$ cat config.mk
export PLATFORM = sky130hd
export DESIGN_NAME = page_load_ctrl
export DESIGN_NICKNAME = d
export VERILOG_FILES = /design/src/rtl/plc_pkg.sv /design/src/rtl/plc_sync.sv /design/src/rtl/plc_strobe.sv /design/src/rtl/plc_page_buf.sv /design/src/rtl/page_load_ctrl.sv
export SDC_FILE = /design/constraint.sdc
export NUM_CORES = 1
export LEC_CHECK = 0
export BUFFER_PORTS_ARGS = -buffer_cell sky130_fd_sc_hd__buf_4
export CAP_MARGIN = 20
export CELL_PAD_IN_SITES_DETAIL_PLACEMENT = 2
export CELL_PAD_IN_SITES_GLOBAL_PLACEMENT = 2
export CORE_UTILIZATION = 36
export CTS_CLUSTER_DIAMETER = 80
export DETAILED_ROUTE_END_ITERATION = 8
export PLACE_DENSITY = 0.95
export SETUP_SLACK_MARGIN = 0.4
export SYNTH_ARGS = -nofsm -noshare
export SYNTH_HDL_FRONTEND = slang
export SYNTH_SLANG_ARGS = --single-unit
$ cat constraint.sdc
create_clock -name clk -period 4.6 [get_ports clk]
set_clock_uncertainty 0.15 [all_clocks]
set_input_delay 0.46 -clock clk [delete_from_list [all_inputs] [get_ports clk]]
set_output_delay 0.46 -clock clk [all_outputs]
set_load 0.01 [all_outputs]
$ cat src/rtl/plc_pkg.sv
// Shared types for the page write load controller.
// Assumes: nothing beyond a standard 1800-2017 compile.
package plc_pkg;

    // Load controller phases: no burst, collecting bytes, waiting for programming
    typedef enum logic [1:0] {
        ST_IDLE = 2'd0,
        ST_LOAD = 2'd1,
        ST_BUSY = 2'd2
    } plc_state_e;

endpackage

$ cat src/rtl/plc_sync.sv
// Two-flop resynchroniser for a bundle of asynchronous bus pins.
// Assumes: every bit of the bundle goes through the same delay, so
// control and data stay aligned to each other at the output.
module plc_sync #(
    parameter int          W       = 8,
    parameter logic [W-1:0] RST_VAL = '0
) (
    input  logic         clk,
    input  logic         rst_n,
    input  logic [W-1:0] d_i,
    output logic [W-1:0] q_o
);

    logic [W-1:0] meta_q;
    logic [W-1:0] sync_q;

    // Shift the pins through two stages
    always_ff @(posedge clk) begin
        if (!rst_n) begin
            meta_q <= RST_VAL;
            sync_q <= RST_VAL;
        end else begin
            meta_q <= d_i;
            sync_q <= meta_q;
        end
    end

    assign q_o = sync_q;

endmodule

$ cat src/rtl/plc_strobe.sv
// Write-strobe qualifier: filters short pulses, latches the address
// when the strobe starts and reports its release with the data present then.
// Assumes: act_i, addr_i and data_i are already synchronised and aligned.
module plc_strobe #(
    parameter int ADDR_W        = 13,
    parameter int DATA_W        = 8,
    parameter int OFS_W         = 5,
    parameter int MIN_PULSE_CYC = 2,
    localparam int PAGE_W       = ADDR_W - OFS_W,
    localparam int CNT_W        = $clog2(MIN_PULSE_CYC + 1)
) (
    input  logic              clk,
    input  logic              rst_n,
    input  logic              act_i,
    input  logic              block_i,
    input  logic [ADDR_W-1:0] addr_i,
    input  logic [DATA_W-1:0] data_i,
    output logic              start_o,
    output logic              armed_o,
    output logic              rel_o,
    output logic [PAGE_W-1:0] cap_page_o,
    output logic [OFS_W-1:0]  rel_idx_o,
    output logic [DATA_W-1:0] rel_data_o
);

    logic              act_prev_q;
    logic [CNT_W-1:0]  len_q;
    logic              armed_q;
    logic [ADDR_W-1:0] pend_addr_q;
    logic              rise;
    logic              qual_now;

    assign rise     = act_i && !act_prev_q;
    assign qual_now = act_i && (len_q == CNT_W'(MIN_PULSE_CYC - 1)) && !block_i;

    // Track the previous level and latch the address at the strobe start
    always_ff @(posedge clk) begin
        if (!rst_n) begin
            act_prev_q  <= 1'b0;
            pend_addr_q <= '0;
        end else begin
            act_prev_q <= act_i;
            if (rise) begin
                pend_addr_q <= addr_i;
            end
        end
    end

    // Count how long the strobe has been active, saturating at the threshold
    always_ff @(posedge clk) begin
        if (!rst_n) begin
            len_q <= '0;
        end else if (!act_i) begin
            len_q <= '0;
        end else if (len_q < CNT_W'(MIN_PULSE_CYC)) begin
            len_q <= len_q + 1'b1;
        end
    end

    // A strobe becomes armed once it has lasted long enough and stays armed until it ends
    always_ff @(posedge clk) begin
        if (!rst_n) begin
            armed_q <= 1'b0;
        end else if (qual_now) begin
            armed_q <= 1'b1;
        end else if (!act_i) begin
            armed_q <= 1'b0;
        end
    end

    assign start_o    = qual_now;
    assign armed_o    = armed_q;
    assign rel_o      = armed_q && !act_i;
    assign cap_page_o = rise ? addr_i[ADDR_W-1:OFS_W] : pend_addr_q[ADDR_W-1:OFS_W];
    assign rel_idx_o  = pend_addr_q[OFS_W-1:0];
    assign rel_data_o = data_i;

    AST_START_NEEDS_LEVEL: assert property (@(posedge clk) disable iff (!rst_n)
        start_o |-> act_i);

    AST_NO_START_WHEN_BLOCKED: assert property (@(posedge clk) disable iff (!rst_n)
        block_i |-> !start_o);

    generate
        if (MIN_PULSE_CYC >= 2) begin : g_glitch_chk
            AST_SHORT_PULSE_DROPPED: assert property (@(posedge clk) disable iff (!rst_n)
                start_o |-> $past(act_i));
        end
    endgenerate

endmodule

$ cat src/rtl/plc_page_buf.sv
// Page buffer: one data byte and one valid bit per slot, cleared as a whole.
// Assumes: wr_en_i and clr_i never need to act on the same slot in one clock
// (clearing wins).
module plc_page_buf #(
    parameter int DATA_W     = 8,
    parameter int OFS_W      = 5,
    localparam int SLOTS     = 1 << OFS_W
) (
    input  logic                    clk,
    input  logic                    rst_n,
    input  logic                    wr_en_i,
    input  logic [OFS_W-1:0]        idx_i,
    input  logic [DATA_W-1:0]       data_i,
    input  logic                    clr_i,
    output logic [SLOTS-1:0]        mask_o,
    output logic [SLOTS*DATA_W-1:0] data_o
);

    generate
        for (genvar g = 0; g < SLOTS; g++) begin : g_slot
            logic [DATA_W-1:0] byte_q;
            logic              vld_q;

            // Store the latest byte for this slot and mark it loaded
            always_ff @(posedge clk) begin
                if (!rst_n || clr_i) begin
                    byte_q <= '0;
                    vld_q  <= 1'b0;
                end else if (wr_en_i && (idx_i == OFS_W'(g))) begin
                    byte_q <= data_i;
                    vld_q  <= 1'b1;
                end
            end

            assign mask_o[g]                    = vld_q;
            assign data_o[g*DATA_W +: DATA_W]   = byte_q;
        end
    endgenerate

    AST_WRITE_MARKS_SLOT: assert property (@(posedge clk) disable iff (!rst_n)
        (wr_en_i && !clr_i) |=> (mask_o != '0));

    AST_CLEAR_EMPTIES: assert property (@(posedge clk) disable iff (!rst_n)
        clr_i |=> (mask_o == '0));

endmodule

$ cat src/rtl/page_load_ctrl.sv
// Page write load controller: collects bus byte writes into a page buffer
// and requests a program cycle once the bus has stayed quiet for the load timeout.
// Assumes: prog_done is a single-clock pulse from the program engine; bus
// pins are asynchronous and are resynchronised here.
module page_load_ctrl #(
    parameter int ADDR_W        = 13,
    parameter int DATA_W        = 8,
    parameter int OFS_W         = 5,
    parameter int LOAD_TMO_CYC  = 64,
    parameter int MIN_PULSE_CYC = 2,
    localparam int PAGE_W       = ADDR_W - OFS_W,
    localparam int SLOTS        = 1 << OFS_W,
    localparam int TMR_W        = $clog2(LOAD_TMO_CYC + 1),
    localparam int BUS_W        = 3 + ADDR_W + DATA_W
) (
    input  logic                    clk,
    input  logic                    rst_n,
    input  logic                    bus_ce_n,
    input  logic                    bus_we_n,
    input  logic                    bus_oe_n,
    input  logic [ADDR_W-1:0]       bus_addr,
    input  logic [DATA_W-1:0]       bus_data,
    input  logic                    prog_done,
    output logic                    commit,
    output logic [PAGE_W-1:0]       commit_page,
    output logic [SLOTS-1:0]        commit_mask,
    output logic [SLOTS*DATA_W-1:0] commit_data,
    output logic                    busy
);

    import plc_pkg::*;

    localparam logic [BUS_W-1:0]  BUS_RST = {3'b101, {(ADDR_W + DATA_W){1'b0}}};
    localparam logic [TMR_W-1:0]  TMO     = TMR_W'(LOAD_TMO_CYC);

    plc_state_e        state_q;
    logic [TMR_W-1:0]  tmr_q;
    logic              commit_q;
    logic [PAGE_W-1:0] page_q;

    logic [BUS_W-1:0]  bus_s;
    logic              ce_n_s, we_n_s, oe_n_s;
    logic [ADDR_W-1:0] addr_s;
    logic [DATA_W-1:0] data_s;
    logic              wr_act;

    logic              strb_start, strb_armed, strb_rel, strb_live;
    logic [PAGE_W-1:0] strb_page;
    logic [OFS_W-1:0]  strb_idx;
    logic [DATA_W-1:0] strb_data;
    logic              buf_wr, buf_clr;

    plc_sync #(
        .W       (BUS_W),
        .RST_VAL (BUS_RST)
    ) sync_i (
        .clk   (clk),
        .rst_n (rst_n),
        .d_i   ({bus_ce_n, bus_we_n, bus_oe_n, bus_addr, bus_data}),
        .q_o   (bus_s)
    );

    assign {ce_n_s, we_n_s, oe_n_s, addr_s, data_s} = bus_s;
    assign wr_act = !ce_n_s && !we_n_s && oe_n_s;

    plc_strobe #(
        .ADDR_W        (ADDR_W),
        .DATA_W        (DATA_W),
        .OFS_W         (OFS_W),
        .MIN_PULSE_CYC (MIN_PULSE_CYC)
    ) strobe_i (
        .clk        (clk),
        .rst_n      (rst_n),
        .act_i      (wr_act),
        .block_i    (state_q == ST_BUSY),
        .addr_i     (addr_s),
        .data_i     (data_s),
        .start_o    (strb_start),
        .armed_o    (strb_armed),
        .rel_o      (strb_rel),
        .cap_page_o (strb_page),
        .rel_idx_o  (strb_idx),
        .rel_data_o (strb_data)
    );

    assign strb_live = strb_armed || strb_start;
    assign buf_wr    = strb_rel && (state_q != ST_BUSY);
    assign buf_clr   = prog_done && (state_q == ST_BUSY);

    plc_page_buf #(
        .DATA_W (DATA_W),
        .OFS_W  (OFS_W)
    ) buf_i (
        .clk     (clk),
        .rst_n   (rst_n),
        .wr_en_i (buf_wr),
        .idx_i   (strb_idx),
        .data_i  (strb_data),
        .clr_i   (buf_clr),
        .mask_o  (commit_mask),
        .data_o  (commit_data)
    );

    // Keep the page number of the latest accepted strobe start
    always_ff @(posedge clk) begin
        if (!rst_n) begin
            page_q <= '0;
        end else if (strb_start) begin
            page_q <= strb_page;
        end
    end

    // Burst sequencing: restart the timer on release, hold it during a strobe, commit on expiry
    always_ff @(posedge clk) begin
        if (!rst_n) begin
            state_q  <= ST_IDLE;
            tmr_q    <= '0;
            commit_q <= 1'b0;
        end else begin
            commit_q <= 1'b0;
            case (state_q)
                ST_IDLE: begin
                    if (strb_rel) begin
                        state_q <= ST_LOAD;
                        tmr_q   <= TMO;
                    end
                end
                ST_LOAD: begin
                    if (strb_rel) begin
                        tmr_q <= TMO;
                    end else if (strb_live) begin
                        tmr_q <= tmr_q;
                    end else if (tmr_q <= TMR_W'(1)) begin
                        state_q  <= ST_BUSY;
                        commit_q <= 1'b1;
                    end else begin
                        tmr_q <= tmr_q - 1'b1;
                    end
                end
                ST_BUSY: begin
                    if (prog_done) begin
                        state_q <= ST_IDLE;
                    end
                end
                default: state_q <= ST_IDLE;
            endcase
        end
    end

    assign commit      = commit_q;
    assign commit_page = page_q;
    assign busy        = (state_q == ST_BUSY);

    AST_COMMIT_SINGLE: assert property (@(posedge clk) disable iff (!rst_n)
        commit |=> !commit);

    AST_COMMIT_RAISES_BUSY: assert property (@(posedge clk) disable iff (!rst_n)
        commit |-> busy);

    AST_COMMIT_HAS_BYTES: assert property (@(posedge clk) disable iff (!rst_n)
        commit |-> (commit_mask != '0));

    AST_NO_COMMIT_MID_STROBE: assert property (@(posedge clk) disable iff (!rst_n)
        commit |-> !strb_armed);

    AST_BUSY_FREEZES: assert property (@(posedge clk) disable iff (!rst_n)
        (busy && !prog_done) |=> ($stable(commit_mask) && $stable(commit_data) && $stable(commit_page)));

    AST_DONE_RELEASES: assert property (@(posedge clk) disable iff (!rst_n)
        (busy && prog_done) |=> (!busy && (commit_mask == '0)));

endmodule

Word-level counts from Yosys, hierarchy flattened
Index checks and enable logic that the tools add are counted.
W data, S select, Z words.

word-level totals
  register bits after elaboration = 371
  bits of input ports = 27
  output and inout port bits = 298
  word-level logic and storage cells = 193

cells by class
  add/subtract/negate cells = 2
  order comparisons = 2
  equality and inequality tests = 43
  multiplexer cells = 15
  bitwise operators = 2
  reductions and logical operators = 55

operators by type and width
  operator               count
  $eq A5 B5 Y1 const B   16
  $eq A5 B4 Y1 const B   8
  $logic_and A1 B1 Y1    40
  $mux W7                4
  $eq A5 B3 Y1 const B   4
  $ne A2 B2 Y1 const B   7
  $pmux W7 S2            1
  $eq A5 B2 Y1 const B   2
  $mux W2                5
  $mux W8                1
  $le A7 B1 Y1 const B   1
  $sub A7 B1 Y7 const B  1
  $logic_not A1 Y1       6
  $ne A3 B3 Y1 const B   2
  $pmux W2 S3            1
  $eq A5 B1 Y1 const B   1
  $logic_not A5 Y1       1
  $reduce_and A5 Y1      1
  $eq A2 B1 Y1 const B   2
  $reduce_and A4 Y1      1
  $reduce_or A4 Y1       1
  $mux W1                3
  $add A2 B1 Y2 const B  1
  $eq A2 B2 Y1 const B   1
  other kinds (6)        8

Logic depth before layout (Yosys ltp)
  word-level depth = 9
  mapped depth = 8
  depth with buffers taken out = 7

Modules after synthesis
From an unflattened synthesis, not the netlist that was laid out.

second synthesis, totals
  cell total of the unflattened synthesis = 1315
  area total of the unflattened synthesis = 13568.0 µm²

by module, submodules not included
  module          times used  cells an instance  area each (µm²)  seq. area each (µm²)
  plc_page_buf    1           1021               10481.3          5765.5
  plc_sync        1           101                1301.2           960.9
  plc_strobe      1           96                 909.6            340.3
  page_load_ctrl  1           97                 875.8            360.3

Worst setup path before layout
OpenSTA, ideal clock, no wires.

  path type = reg-to-reg
  start = reg tmr_q[1]
  end = reg tmr_q[6]
  library setup time = 0.121 ns
  arrival time = 1.562 ns
  required time = 4.329 ns
  path slack = 2.767 ns
  cell stages (with the launch flop) = 8
  path buffers = 0
  period minus slack after synthesis = 1.833 ns
  cells stage by stage = dfxtp_1 > inv_1 > ha_1 > o21bai_1 > and4b_1 > a2111oi_4 > a41o_1 > o41ai_1

on the way
  cells in the longest elaborated chain, start to end = 5
  elaborated cells on any way between the ends = 8
  classes of those cells = add/sub (1); order compare (1); eq/ne (1); mux (4); reduce/logical (1)

ends and longest elaborated chain
  what                    RTL line               source
  start, declared         page_load_ctrl.sv:37   logic [TMR_W-1:0] tmr_q;
  start signal, assigned  page_load_ctrl.sv:132  tmr_q <= tmr_q;
  start signal, assigned  page_load_ctrl.sv:137  tmr_q <= tmr_q - 1'b1;
  $sub A7 B1 Y7           page_load_ctrl.sv:137
  $mux W7                 page_load_ctrl.sv:133  end else if (tmr_q <= TMR_W'(1)) begin
  $mux W7                 page_load_ctrl.sv:131  end else if (strb_live) begin
  $mux W7                 page_load_ctrl.sv:129  if (strb_rel) begin
  $pmux W7 S2             page_load_ctrl.sv:121  case (state_q)

Parallel ways exist; a longest one is shown, timed or not. The select of a mux whose other input is x is not followed.
A chain may end at the register's enable or synchronous reset.

Worst setup path after layout
  start = reg state_q[1]
  end = reg buf_i.g_slot[23].byte_q[5]

on the way
  cells in the longest elaborated chain, start to end = 3
  elaborated cells on any way between the ends = 6
  classes of those cells = eq/ne (2); reduce/logical (4)

ends and longest elaborated chain
  what                                                              RTL line                                    source
  start, declared                                                   page_load_ctrl.sv:36                        plc_state_e state_q;
  start signal, assigned                                            page_load_ctrl.sv:116                       state_q <= ST_IDLE;
  start signal, assigned                                            page_load_ctrl.sv:124                       state_q <= ST_LOAD;
  start signal, assigned                                            page_load_ctrl.sv:134                       state_q <= ST_BUSY;
  $ne A2 B2 Y1 / $eq A2 B2 Y1 (equally long branches)               page_load_ctrl.sv:87, page_load_ctrl.sv:88
  $logic_and A1 B1 Y1 (on tied branches)                            page_load_ctrl.sv:87, page_load_ctrl.sv:88
  $logic_and A1 B1 Y1 / $logic_or A1 B1 Y1 (equally long branches)  plc_page_buf.sv:29, plc_page_buf.sv:26
  end signal, assigned                                              plc_page_buf.sv:30                          byte_q <= data_i;
  end, declared                                                     plc_page_buf.sv:21                          logic [DATA_W-1:0] byte_q;

Parallel ways exist; a longest one is shown, timed or not.

==> results.md <==
* Fillers at 3,684
* LEAKAGE at 7.05 nW
* Fin util at 47.5%
* Post-DR vias/cell at 5.00
* Crit path DAT at 2.73 ns
* Crit path max-delay family: simple AND/OR/NAND/NOR gates
* Total number of vias at 10,263
* Clock root buffer: clkbuf_16
* Dpl cell area at 0.0158 mm^2
* Clock Pin Slew Worst Setup and Hold Paths at around 0.07 ns
* Area delta synth->final at 29.9%
* Seq/Total Area, Yosys at a little under three fifths
* Hold crit path type: in2reg
* RD Place Congestion at 0.753
* Placed Cells at 1,954
* Worst slew pin tran at 1.11 ns
* CP max FO at 67
* Final setup TNS at 0 ns
* Port bufs at 324
* Max Cap Violations at 0
* GRT overflow at 0
* Final nets at 1,583
* N_diodes at 0
* Synth Area per Inst at 10.6 um^2
* Unique cell type count in the Yosys netlist at 47
* Total wire length at 50,500 um
* Pin count of the biggest net entering global routing at 85
* Initial DRT Pass Iterations at 4
* First-pass GRT wire length at between 70,000 and 80,000 um
* Share of cells above drive strength 1 at 27.9%
* Pwr dens at between 300 and 400 mW/mm^2
* Crit path buffers/inverters at 2
* DRC errors left at 0
* TritonCTS clock tree: built
* Vias in the first global route at approximately 12,000
* Max_slew headroom at 26.2%
* Setup crit start kind: register
* Syn Nets at 1,303
* Critical Path RT at 4.87 ns
* Hpwl dp at 30,100 um
* Synth warn at 0
* Hold-critical path depth at 3
* Peak VDD IR at between 0.3 and 0.4 mV
* Wire per inst at 24.6 um
* RSZ-0062 raised after global routing: false
* CTS Sinks at 371
* FF+latch count, synth at 371
* Commonest non-fill, non-tap cell in the layout: dfxtp_1
* Crit path time final at 2.47 ns
* Post_cts resized at 0
* Mapped Cells at 1,273
* Fraction of registers with async set/reset at 0%
* Most frequent cells in the layout: 363 x dfxtp_1, 347 x nor2_1, 329 x buf_4
* Critical path type: reg2reg
* Die span in y at 195 um
* Post-DRT Antenna Nets at 0
* Final setup vio count at 0
* Crit path depth at 6
* # rows at 70
* Total track usage at 26.4%
* H-tree lvl count at 2
* Core outline area at 0.0367 mm^2
* CP max stage delay at 0.60 ns
* Worst-Skew Late Latency at 0.58 ns
* Top-area cell type share of the netlist area at 55.3%
* Final worst path period share at 53.6%
* Commonest register cell after synthesis: dfxtp_1
* Final Instance Area at 0.0174 mm^2
* Initial core utilization at ~37%
* DRC marker count from the first detailed-route iteration at 316
* Max Root-Sink Buffers at 3
* Initial antenna violation count at 0
* Cell breakdown of the critical path: nand2b_4 > inv_1 > nand2_1 > nand2_4 > buf_4 > nor2_1
* Critical Path Sink Type: register
* Die ar. at 0.0381 mm^2
* Final Max Tran Viols at 0
* Synth Cell Area at 0.0134 mm^2
* Die W at 195 um
* Final cell count without fillers at around 2,000
* TritonCTS Buffers at just over 40
* Slowest-stage cell, CP: nand2_4
* Top cells by area, synth: dfxtp_1 55%, mux2i_1 20%, nor2_1 9.7%, nor2_4 2.3%, and2_1 2.1%
* Top cell type by total area after synthesis: dfxtp_1
* # IOs at ~330
* Post-synth EDFFs at 0
* Final Hold Vio Count at 0
* FF-to-FF path depth at 6
* Status: completed
* FMAX at ~400 MHz
where the power goes:
group | total [mW] | internal (mW) | switching [mW]
Combinational | 0.128 | 0.0517 | 0.0765
Sequential | 3.29 | 3.23 | 0.0515
Clock | 3.53 | 2.11 | 1.41
cell families (layout without fill, tap and decap cells):
logic type | count (synthesis) | after routing | share of synthesized area, %
DFF | 371 | 371 | 55.3
muxes | 269 | 269 | 20.0
xor gates and xnor gates | 1 | 1 | 0.0652
and+or+nand+nor | 464 | 464 | 16.5
buffers and inverters | 129 | 439 | 5.85
AOI/OAI and AO/OA | 36 | 36 | 1.96
adders and majority gates | 3 | 3 | 0.280
routing by layer:
metal	track usage (%)	wire, um	vias to the layer above
met5	0	0	-
met4	8.92	1460	0
met2	48.8	26400	324
met3	7.03	2840	95
met1	28.9	19800	5159
li1	-	-	4685
layout make-up:
| class | count | area (um^2) | area share [%] |
|---|---|---|---|
| clock buffers | 57 | 1170 | 6.70 |
| clock inverters | 16 | 236 | 1.36 |
| inverters | 11 | 41.3 | 0.237 |
| multi-input cells | 773 | 5230 | 30.0 |
| flip-flops and latches | 371 | 7440 | 42.6 |
| well taps | 468 | 586 | 3.36 |
| repair buffers | 355 | 2750 | 15.8 |
final timing paths:
check                    startpoint                    endpoint  slack, ns
setup reg to reg         state_q[1]  buf_i.g_slot[23].byte_q[5]       2.13
hold reg to reg   sync_i.meta_q[21]              sync_i.q_o[21]       0.26
setup / recovery         state_q[1]  buf_i.g_slot[23].byte_q[5]       2.13
hold / removal            prog_done                  state_q[1]       0.06
cell usage after synthesis (all sizes together) (4+ instances only):
library cell  count
a211oi            9
o21ai             4
dfxtp           371
or2               4
nand4             4
nand3b            4
inv              11
and2             45
nor2            376
nand2b            6
mux2i           269
clkbuf           44
buf              74
nand2             9
a21oi            11
repair_timing:
action,CTS,global route
setup buffers,0,0
hold buffers,24,0
endpoints found under the setup margin,0,0
endpoints found under the hold margin,24,0
tightest hold or removal path: cells and delay by family:
family,cells,cell delay (ns)
buffers and inverters,1,0.09
AOI/OAI and AO/OA,1,0.15
and+or+nand+nor,1,0.04
registers in the layout, summed over array words and instances (netlist names):
name                  cells
sync_i.meta_q            24
sync_i.q_o               24
strobe_i.armed_o          1
buf_i.g_slot.vld_q       32
tmr_q                     7
commit_page               8
state_q                   2
strobe_i.len_q            2
buf_i.g_slot.byte_q     256
commit                    1
strobe_i.act_prev_q       1
strobe_i.pend_addr_q     13
metrics by stage:
| stage | total power [mW] | worst slack [ns] | hold slack, ns |
|---|---|---|---|
| finish | 6.94 | 2.13 | 0.0551 |
| global route | 7.13 | 1.95 | 0.0368 |
| CTS | 6.98 | 2.17 | 0.00840 |
| detailed placement | 3.47 | 2.18 | 0.247 |
| global placement | 3.46 | 2.25 | 0.245 |
| floorplan | 3.40 | 2.77 | 0.236 |
No activity file was read; power rests on OpenSTA's default activity.
